[src/rtl/sfw_pkg.sv]
package sfw_pkg;

    // Frame geometry
    localparam int SFW_ADDR_W    = 3;
    localparam int SFW_DATA_W    = 8;
    localparam int SFW_SKIP_BITS = 4;  // start bit plus discarded bits

    typedef enum logic [1:0] {
        PH_IDLE  = 2'd0,
        PH_SKIP  = 2'd1,
        PH_SHIFT = 2'd2
    } phase_e;

    typedef struct packed {
        logic idle;
        logic shift_en;
        logic last;
    } ctrl_t;

    function automatic int cnt_width(input int skip_bits, input int field_bits);
        int top;
        top = (skip_bits > field_bits) ? skip_bits : field_bits;
        return (top < 2) ? 1 : $clog2(top);
    endfunction

endpackage

[src/rtl/sfw_frame_ctrl.sv]
module sfw_frame_ctrl #(
    parameter int SKIP_BITS = sfw_pkg::SFW_SKIP_BITS,
    parameter int FIELD_W   = sfw_pkg::SFW_ADDR_W + sfw_pkg::SFW_DATA_W
) (
    input  logic           sclk,
    input  logic           rst,
    input  logic           sdi,
    output sfw_pkg::ctrl_t ctrl
);
    import sfw_pkg::*;

    localparam int              CNT_W      = cnt_width(SKIP_BITS, FIELD_W);
    localparam logic [CNT_W-1:0] SKIP_LAST  = CNT_W'(SKIP_BITS - 1);
    localparam logic [CNT_W-1:0] FIELD_LAST = CNT_W'(FIELD_W - 1);

    phase_e           phase;
    logic [CNT_W-1:0] cnt;

    always_ff @(negedge sclk) begin
        if (rst) begin
            phase <= PH_IDLE;
            cnt   <= '0;
        end else begin
            unique case (phase)
                PH_IDLE: begin
                    if (sdi) begin
                        phase <= PH_SKIP;
                        cnt   <= CNT_W'(1);
                    end
                end
                PH_SKIP: begin
                    if (cnt == SKIP_LAST) begin
                        phase <= PH_SHIFT;
                        cnt   <= '0;
                    end else begin
                        cnt <= cnt + 1'b1;
                    end
                end
                PH_SHIFT: begin
                    if (cnt == FIELD_LAST) begin
                        phase <= PH_IDLE;
                        cnt   <= '0;
                    end else begin
                        cnt <= cnt + 1'b1;
                    end
                end
                default: begin
                    phase <= PH_IDLE;
                    cnt   <= '0;
                end
            endcase
        end
    end

    always_comb begin
        ctrl.idle     = (phase == PH_IDLE);
        ctrl.shift_en = (phase == PH_SHIFT);
        ctrl.last     = (phase == PH_SHIFT) && (cnt == FIELD_LAST);
    end

    // a low line keeps an idle port idle
    p_idle_hold_r2: assert property (@(negedge sclk) disable iff (rst)
        (ctrl.idle && !sdi) |=> ctrl.idle);

    // a high line at idle opens a frame
    p_start_open_r2: assert property (@(negedge sclk) disable iff (rst)
        (ctrl.idle && sdi) |=> !ctrl.idle);

    // a frame in progress is never abandoned before its last bit
    p_no_retrigger_r7: assert property (@(negedge sclk) disable iff (rst)
        (!ctrl.idle && !ctrl.last) |=> !ctrl.idle);

    // the port is idle right after the last field bit
    p_idle_after_last_r6: assert property (@(negedge sclk) disable iff (rst)
        ctrl.last |=> ctrl.idle);

endmodule

[src/rtl/sfw_shifter.sv]
module sfw_shifter #(
    parameter int FIELD_W = sfw_pkg::SFW_ADDR_W + sfw_pkg::SFW_DATA_W
) (
    input  logic               sclk,
    input  logic               rst,
    input  logic               shift_en,
    input  logic               sdi,
    output logic [FIELD_W-1:0] field
);
    logic [FIELD_W-2:0] sr;

    always_ff @(negedge sclk) begin
        if (rst) begin
            sr <= '0;
        end else if (shift_en) begin
            sr <= {sr[FIELD_W-3:0], sdi};
        end
    end

    // Word including the bit on the line at this edge
    assign field = {sr, sdi};

endmodule

[src/rtl/sfw_serial_writer.sv]
module sfw_serial_writer #(
    parameter int ADDR_W    = sfw_pkg::SFW_ADDR_W,
    parameter int DATA_W    = sfw_pkg::SFW_DATA_W,
    parameter int SKIP_BITS = sfw_pkg::SFW_SKIP_BITS
) (
    input  logic              sclk,
    input  logic              rst,
    input  logic              sdi,
    output logic              wr_stb,
    output logic [ADDR_W-1:0] wr_addr,
    output logic [DATA_W-1:0] wr_data
);
    import sfw_pkg::*;

    localparam int FIELD_W = ADDR_W + DATA_W;

    ctrl_t              ctrl;
    logic [FIELD_W-1:0] field;

    sfw_frame_ctrl #(
        .SKIP_BITS (SKIP_BITS),
        .FIELD_W   (FIELD_W)
    ) u_ctrl (
        .sclk (sclk),
        .rst  (rst),
        .sdi  (sdi),
        .ctrl (ctrl)
    );

    sfw_shifter #(
        .FIELD_W (FIELD_W)
    ) u_shift (
        .sclk     (sclk),
        .rst      (rst),
        .shift_en (ctrl.shift_en),
        .sdi      (sdi),
        .field    (field)
    );

    always_ff @(negedge sclk) begin
        if (rst) begin
            wr_stb  <= 1'b0;
            wr_addr <= '0;
            wr_data <= '0;
        end else begin
            wr_stb <= ctrl.last;
            if (ctrl.last) begin
                wr_addr <= field[FIELD_W-1 -: ADDR_W];
                wr_data <= field[DATA_W-1:0];
            end
        end
    end

    // the strobe never lasts two cycles
    p_strobe_pulse_r5: assert property (@(negedge sclk) disable iff (rst)
        wr_stb |=> !wr_stb);

    // outputs move only together with a strobe
    p_hold_between_r8: assert property (@(negedge sclk) disable iff (rst)
        ((wr_addr != $past(wr_addr)) || (wr_data != $past(wr_data))) |-> wr_stb);

endmodule

[config.mk]
export PLATFORM = sky130hd
export DESIGN_NAME = sfw_serial_writer
export DESIGN_NICKNAME = d
export VERILOG_FILES = /design/src/rtl/sfw_pkg.sv /design/src/rtl/sfw_frame_ctrl.sv /design/src/rtl/sfw_shifter.sv /design/src/rtl/sfw_serial_writer.sv
export SDC_FILE = /design/constraint.sdc
export NUM_CORES = 1
export LEC_CHECK = 0
export BUFFER_PORTS_ARGS = -buffer_cell sky130_fd_sc_hd__clkbuf_2
export CAP_MARGIN = 5
export CORE_MARGIN = 1
export CORE_UTILIZATION = 45
export CTS_BUF_LIST = sky130_fd_sc_hd__clkbuf_4
export CTS_CLUSTER_SIZE = 40
export DETAILED_ROUTE_END_ITERATION = 10
export GPL_ROUTABILITY_DRIVEN = 0
export PLACE_DENSITY = 0.68
export SLEW_MARGIN = 30
export SYNTH_ARGS = -nofsm -noshare
export SYNTH_HDL_FRONTEND = slang
export SYNTH_SLANG_ARGS = --single-unit
export TNS_END_PERCENT = 20
[constraint.sdc]
create_clock -name sclk -period 2.4 [get_ports sclk]
set_input_delay 0.24 -clock sclk [delete_from_list [all_inputs] [get_ports sclk]]
set_output_delay 0.24 -clock sclk [all_outputs]
set_load 0.05 [all_outputs]
======== Yosys cells after proc, flatten, opt, wreduce, memory -nomap -nowiden ========
Cells that the tools add are included.
Widths: inputs -> output; s select.
storage, ports and cells
  flip-flop bits (word level) ............. 28
  input port bits ......................... 3
  output and inout bits ................... 12
  logic and storage cells ................. 25
operators by class
  add/sub/neg operators ................... 1
  equal/unequal tests ..................... 7
  mux-type cells .......................... 8
  reduce and logical (&&, ||, !) cells .... 3
operator list
  cell                 count
  $mux 4               3
  $pmux 4 s3           1
  $mux 2               3
  $pmux 2 s3           1
  $add 4x1->4 const B  1
  $eq 4x2->1 const B   1
  $eq 4x4->1 const B   1
  $ne 2x2->1 const B   2
  $reduce_and 3->1     1
  $eq 2x1->1 const B   1
  $eq 2x2->1 const B   1
  $logic_not 2->1      1
  $ne 2x1->1 const B   1
  $logic_and 1x1->1    1

======== Depth between registers and ports, before layout ========
Gate-level depths: netlist (run 1).
  depth after elaboration ................. 3
  mapped depth ............................ 6
  depth with buffers taken out ............ 5

======== Hierarchy ========
A second synthesis (run 1) with hierarchy kept.
second synthesis, totals
  cells, all modules ...................... 116
  area, all modules ....................... 1144.8 µm²
by module, submodules not included
  module             instances  cells each  area each (µm²)  seq. area each (µm²)
  sfw_serial_writer  1          38          417.9            240.2
  sfw_shifter        1          34          364.1            200.2
  sfw_frame_ctrl     1          44          362.8            120.1

==> impl_metrics.py, run 1 <==
metrics = {
    "power_and_ir_drop": {
        "p_clk_share_pct": 42.8,
        "ir_drop_mv": 0.435,
        "pwr-share-seq_pct": 51.9,
        "p_int_mw": 0.617,
        "power.leakage_nw": 0.670,
        "power_density_nw_per_um2": 601,
        "pwr-share-comb_pct": 5.3,
        "power.share.switching_pct": 33.3,
        "power.switching_mw": 0.307,
    },
    "clock_tree": {
        "htreeDepth": 1,
        "clock_latency_ps": 410,
        "numCtsBuffers": 3,
        "root_buffer": "clkbuf_4",
        "cts_hold_buf": 0,
        "clockBufferDepth": 2,
        "cts_tree": "built",
        "cts.sinks": 28,
        "path_clk_slew_ps": 50,
        "postCtsSetupBuffers": 0,
    },
    "route": {
        "post-route-drc-count": 0,
        "ant_nets": 0,
        "avgViaCountPerCell": 5.19,
        "num_vias": 1017,
        "post_drt_wl_per_cell_um": 12.8,
        "dr.first_iter.drc_count": 24,
        "dr.pass1.iters": 4,
        "wl_um": 2520,
    },
    "critical_path": {
        "path_cells": "buf_8",
        "cp_num_buf_inv": 1,
        "startpoint_type": "register",
        "required_ps": 2160,
        "critPathMaxFanout": 2,
        "slowest_delay_ps": 360,
        "cpLargestDelayFamily": "flip-flops",
        "critPathKind": "reg2out",
        "cp.arrival_ps": 2120,
        "crit_path_end_kind": "output port",
        "slowest_stage": "dfxtp_1",
    },
    "final_layout": {
        "layout-drive-gt1-share_pct": 25.3,
        "antenna_cells": 0,
        "nFillCells": 209,
        "fin_util_pct": 61.5,
        "layout_common_cells": "29 x inv_1, 25 x nand2_1, 18 x dfxtp_1",
        "nNetsFinal": 172,
        "mostFrequentLayoutCell": "inv_1",
        "syn_to_final_growth_pct": 28.7,
    },
    "job": {
        "maxCapViolCount": 0,
    },
    "yosys": {
        "ys_seq_elements": 28,
        "ys_warn_count": 0,
        "ys_seq_area_share_pct": 47.0,
        "ys_types": 33,
        "synth_top_area_share_pct": 47.0,
        "synth_area_um2": 1190,
        "syn_area_per_cell_um2": 9.55,
        "synthesis.nets": 130,
        "synth_top_area_cell": "dfxtp_1",
        "synthTopCellsByArea": "dfxtp_1 47%, nand2_1 7.9%, a22o_1 7.3%, a21oi_1 6.7%, a2111oi_4 2.3%",
        "synth_cells": 125,
    },
    "floorplan": {
        "rows": 18,
        "dieArea_um2": 2860,
        "die_h_um": 53.5,
        "dieWidth_um": 53.5,
        "core_area_um2": 2500,
        "start_util_pct": 47.7,
        "ios": 15,
    },
    "grt": {
        "track_usage_pct": 20.6,
        "grt_max_degree": 17,
        "grt_use_met1_pct": 24.7,
        "grt_overflow": 0,
        "grt_pass1_wl_um": 4300,
        "top_usage_layer": "met2",
        "grt_use_met2_pct": 31.7,
        "antenna_found_initial": 0,
        "met3_usage_pct": 7.47,
        "grt_pass1_vias": 993,
    },
    "outcome": {
        "status": "completed",
    },
    "timing": {
        "skew_ps": 18.9,
        "worstMarginPinSlew_ps": 471,
        "rsz0062_at_grt": "yes",
        "hold_viol": 0,
        "maxSlewHeadroom_pct": 68.6,
        "maxSlewViolCount": 0,
        "setup_slack_ps": 35.3,
        "setup_violations": 0,
    },
    "placed_design": {
        "hpwl_um": 1570,
        "io_buffer_count": 14,
        "pre_cts_ws_ps": 31.0,
    },
    "min_path": {
        "hold_class": "reg2reg",
    },
}
power by group through the flow:
| stage | clock network [mW] | logic (mW) | registers, mW |
|---|---|---|---|
| 2_1_floorplan | 0.0739 | 0.0417 | 0.483 |
| 3_3_place_gp | 0.0739 | 0.0470 | 0.488 |
| 3_5_place_dp | 0.0739 | 0.0484 | 0.489 |
| 4_1_cts | 0.415 | 0.0484 | 0.479 |
| 5_1_grt | 0.470 | 0.0547 | 0.479 |
| 6_report | 0.396 | 0.0487 | 0.479 |
per-stage QoR:
step | area, um^2 | TNS [ps] | total power [mW] | hold WS [ps] | instances
2_1_floorplan | 1190 | 0 | 0.599 | 437 | 125
3_3_place_gp | 1280 | 0 | 0.609 | 445 | 165
3_5_place_dp | 1280 | 0 | 0.611 | 462 | 165
4_1_cts | 1520 | 0 | 0.943 | 460 | 196
5_1_grt | 1540 | -11.7 | 1.00 | 492 | 196
6_report | 1540 | 0 | 0.924 | 460 | 196
layout make-up:
class | count | area (um^2) | area share [%]
Timing Repair Buffer | 19 | 219 | 14.3
Multi-Input combinational cell | 86 | 569 | 37.1
Clock inverter | 29 | 111 | 7.25
Tap cell | 30 | 37.5 | 2.44
Inverter | 1 | 3.75 | 0.244
Sequential cell | 28 | 573 | 37.3
Clock buffer | 3 | 22.5 | 1.47
state kept, by name, summed over array words and instances, names as in the netlist:
| signal | count |
|---|---|
| u_shift.sr | 10 |
| wr_data | 8 |
| u_ctrl.cnt | 4 |
| wr_addr | 3 |
| u_ctrl.phase | 2 |
| wr_stb | 1 |
cell families after synthesis:
family / Yosys count / share of synthesized area, %
xor gates and xnor gates: 1 / 1.36
buffers and inverters: 11 / 5.35
DFF: 28 / 47.0
and+or+nand+nor: 50 / 23.2
AOI/OAI and AO/OA: 33 / 21.1
adders and majority gates: 2 / 2.10
Yosys cell counts (all sizes together):
library cell  number
o21bai             1
dfxtp             28
clkbuf             3
a2111oi            1
nand4b             2
nand2b             1
nor4               1
o21ba              1
nand2             25
o21ai              2
a22o              10
and2b              1
a21oi             16
ha                 2
inv                2
nand3b             1
or3                1
nor2               4
nor2b              3
nor3               3
a31oi              1
nand4bb            1
nand3              2
xor2               1
nand4              3
or4b               1
buf                6
o211ai             1
and2               1
routing by layer:
| layer | vias to the layer above | part of all wire, % |
|---|---|---|
| met5 | - | 0 |
| met4 | 0 | 0.75 |
| met3 | 2 | 3.3 |
| met2 | 19 | 50 |
| met1 | 473 | 46 |
| li1 | 523 | - |
timing repair:
item | 4_1_cts | 5_1_grt
setup endpoints to repair | 12 | 11
endpoints found under the hold margin | 0 | 0
gates resized for setup | 26 | 18
path summary, 6_finish.rpt:
check                                                  start                         end  slack [ps]  depth (start not counted)
worst max-delay path                 wr_data[3]$_SDFFE_NP0P_                  wr_data[3]          40                          1
worst min-delay path              u_shift.sr[0]$_SDFFE_NP0P_  u_shift.sr[1]$_SDFFE_NP0P_         460                          2
worst min register to register    u_shift.sr[0]$_SDFFE_NP0P_  u_shift.sr[1]$_SDFFE_NP0P_         460                          2
worst max register to register  u_ctrl.phase[1]$_SDFFE_NP0P_     wr_data[4]$_SDFFE_NP0P_         820                          4
(Power assumes the default switching activity.)
==> run 2, diff against run 1 <==
--- a/config.mk
+++ b/config.mk
@@ -5,15 +5,17 @@
 export SDC_FILE = /design/constraint.sdc
 export NUM_CORES = 1
 export LEC_CHECK = 0
+export ABC_AREA = 1
 export BUFFER_PORTS_ARGS = -buffer_cell sky130_fd_sc_hd__clkbuf_2
 export CAP_MARGIN = 5
 export CORE_MARGIN = 1
 export CORE_UTILIZATION = 45
 export CTS_BUF_LIST = sky130_fd_sc_hd__clkbuf_4
+export CTS_CLUSTER_DIAMETER = 30
 export CTS_CLUSTER_SIZE = 40
 export DETAILED_ROUTE_END_ITERATION = 10
 export GPL_ROUTABILITY_DRIVEN = 0
-export PLACE_DENSITY = 0.68
+export PLACE_DENSITY = 0.69
 export SLEW_MARGIN = 30
 export SYNTH_ARGS = -nofsm -noshare
 export SYNTH_HDL_FRONTEND = slang
==> constraint.sdc (replaced) <==
create_clock -name sclk -period 2.4 [get_ports sclk]
set_input_delay 0.12 -clock sclk [delete_from_list [all_inputs] [get_ports sclk]]
set_output_delay 0.12 -clock sclk [all_outputs]
set_load 0.05 [all_outputs]
==> run 2 against run 1 <==
Final cell count is 8.2% higher. Area after synthesis is 7.0% lower. First-iteration DRC count is 8.3% higher. Wire length is 12% lower. Critical path type unchanged. Sequential power hardly changed. Clock skew hardly changed. Sequential share of layout area is 5.0 points higher. Global-route usage is 0.56 points lower.
==> impl_metrics.py, run 2 <==
metrics = {
    "timing": {
        "setup_violations": 0,
        "setup_slack_ps": 73.2,
        "rsz0062_at_grt": "no",
        "worstMarginPinSlew_ps": 460,
        "maxSlewHeadroom_pct": 69.3,
        "hold_viol": 0,
        "maxSlewViolCount": 0,
        "skew_ps": 19.0,
        "holdWs_ps": 458,
        "setup-tns-final_ps": 0,
    },
    "critical_path": {
        "required_ps": 2280,
        "slowest_delay_ps": 320,
        "rr_startpoint": "u_ctrl.phase[1]$_SDFFE_NP0P_",
        "startpoint_type": "register",
        "crit_path_end_kind": "output port",
        "path_cells": "clkbuf_2",
        "cp_num_buf_inv": 1,
        "cp.arrival_ps": 2210,
        "cpLargestDelayFamily": "flip-flops",
        "r2r_cells": 8,
        "slowest_stage": "dfxtp_1",
        "critPathKind": "reg2out",
        "r2r-end": "wr_data[6]$_SDFFE_NP0P_",
        "reg2reg_slack_ps": 1020,
        "critPathMaxFanout": 2,
    },
    "yosys": {
        "ys.flop_type": "dfxtp_1",
        "ys_seq_elements": 28,
        "ys_seq_area_share_pct": 50.5,
        "synth_edf_count": 0,
        "synthArstFlopShare_pct": 0,
        "synthTopCellsByArea": "dfxtp_1 51%, nand2_1 9.5%, nand3_1 8.1%, nor2_1 6.1%, o21ai_0 5.4%",
        "synthesis.nets": 147,
        "synth_top_area_share_pct": 50.5,
        "ys_types": 20,
        "synth_top_area_cell": "dfxtp_1",
        "synth_cells": 142,
        "syn_area_per_cell_um2": 7.82,
        "synth_commonest_cells": "28 x dfxtp_1, 28 x nand2_1, 18 x nand3_1, 18 x nor2_1",
        "ys_warn_count": 0,
        "synth_area_um2": 1110,
    },
    "final_layout": {
        "syn_to_final_growth_pct": 19.3,
        "top_register": "u_shift.sr",
        "reg.largest.list": "u_shift.sr x10, wr_data x8, u_ctrl.cnt x4",
        "mostFrequentLayoutCell": "inv_1",
        "layout-drive-gt1-share_pct": 15.2,
        "nNetsFinal": 190,
        "layout_common_cells": "39 x inv_1, 28 x nand2_1, 28 x dfxtp_1",
        "largest_reg_flops": 10,
        "antenna_cells": 0,
    },
    "power_and_ir_drop": {
        "power.total_mw": 0.901,
        "power.leakage_nw": 0.747,
        "power_density_nw_per_um2": 680,
        "ir_drop_mv": 0.568,
    },
    "route": {
        "wl_um": 2210,
        "dr.pass1.iters": 4,
        "post-route-drc-count": 0,
        "ant_nets": 0,
        "post_drt_wl_per_cell_um": 10.4,
        "num_vias": 1015,
        "avgViaCountPerCell": 4.79,
        "dr.first_iter.drc_count": 26,
    },
    "grt": {
        "track_usage_pct": 20.1,
        "grt_max_degree": 19,
        "grt_pass1_wl_um": 4040,
        "grt_pass1_vias": 1100,
        "antenna_found_initial": 0,
        "grt_overflow": 0,
    },
    "clock_tree": {
        "path_clk_slew_ps": 50,
        "root_buffer": "clkbuf_4",
        "clock_latency_ps": 410,
        "htreeDepth": 1,
        "cts_hold_buf": 0,
        "cts.sinks": 28,
        "clockBufferDepth": 2,
        "numCtsBuffers": 3,
        "cts_tree": "built",
    },
    "min_path": {
        "hold_depth": 2,
        "hold_class": "reg2reg",
        "min_to": "wr_data[1]$_SDFFE_NP0P_",
        "min_from": "u_shift.sr[0]$_SDFFE_NP0P_",
    },
    "floorplan": {
        "dieWidth_um": 51.7,
        "rows": 17,
        "core_area_um2": 2280,
        "ios": 15,
        "die_h_um": 51.7,
        "start_util_pct": 48.8,
        "dieArea_um2": 2670,
    },
    "placed_design": {
        "pre_cts_ws_ps": 136,
        "hpwl_um": 1450,
        "io_buffer_count": 14,
    },
    "job": {
        "maxCapViolCount": 0,
    },
    "outcome": {
        "status": "completed",
    },
}
==> run 2: cell types whose count changed in the layout (fill, tap and decap cells not counted), sizes merged, moves of 4 or more <==
cell and delta:
o21ai +12, inv +13, buf -10, nor2 +16
nand3 +17, a22o -10, nand2 +4, clkbuf +6
a21oi -9
==> run 2: logic make-up after synthesis <==
kind of cell / count (synthesis) / share of synthesized area [%]
DFF: 28 / 50.5
buffers and inverters: 20 / 8.12
xor gates and xnor gates: 2 / 1.58
AOI/OAI and AO/OA: 22 / 10.4
adders and majority gates: 2 / 2.25
and+or+nand+nor: 68 / 27.2
==> run 2: through the flow <==
stage                     utilization, %  instances  instance area [um^2]
after CTS                           58.2        212                  1320
final                               58.2        212                  1320
after global routing                58.2        212                  1320
after floorplan                        -        142                  1110
after global placement              52.4        181                  1190
after detailed placement            52.4        181                  1190
==> run 2: worst max path at each step <==
stage / cells past startpoint / startpoint / slack, ps / to
finish: 1 / wr_data[5]$_SDFFE_NP0P_ / 70 / wr_data[5]
CTS: 1 / wr_data[2]$_SDFFE_NP0P_ / 50 / wr_data[2]
global route: 1 / wr_data[7]$_SDFFE_NP0P_ / 8 / wr_data[7]
global placement: 6 / rst / 160 / wr_data[5]$_SDFFE_NP0P_
detailed placement: 6 / rst / 140 / wr_addr[0]$_SDFFE_NP0P_
floorplan: 0 / wr_addr[0]$_SDFFE_NP0P_ / 480 / wr_addr[0]
==> run 2: where the power goes <==
| group | switching, mW | internal [mW] | leakage, nW |
|---|---|---|---|
| Sequential | 0.00516 | 0.471 | 0.226 |
| Combinational | 0.0252 | 0.0122 | 0.354 |
| Clock | 0.262 | 0.125 | 0.167 |
| Total | 0.292 | 0.609 | 0.747 |
==> run 2: layer usage <==
metal	vias to the layer above	part of all wire (%)	global-route usage (%)	wire length (um)
met2	21	48	32.7	1060
li1	541	-	-	-
met4	0	0	9.91	0
met3	0	4.6	10.5	101
met5	-	0	0	0
met1	453	47	21.0	1050
==> run 2: timing repair <==
item                                    4_1_cts  5_1_grt
setup buffers                                 0        0
resized for setup                             0        5
endpoints found under the setup margin        0        5
==> run 2: layout make-up <==
| type | count | area, um^2 |
|---|---|---|
| clock buffer | 3 | 22.5 |
| inverter | 15 | 57.6 |
| sequential | 28 | 561 |
| clock inverter | 29 | 111 |
| fill | 225 | 952 |
| timing repair buffer | 15 | 77.6 |
| tap | 28 | 35.0 |
| multi-input combinational | 94 | 459 |
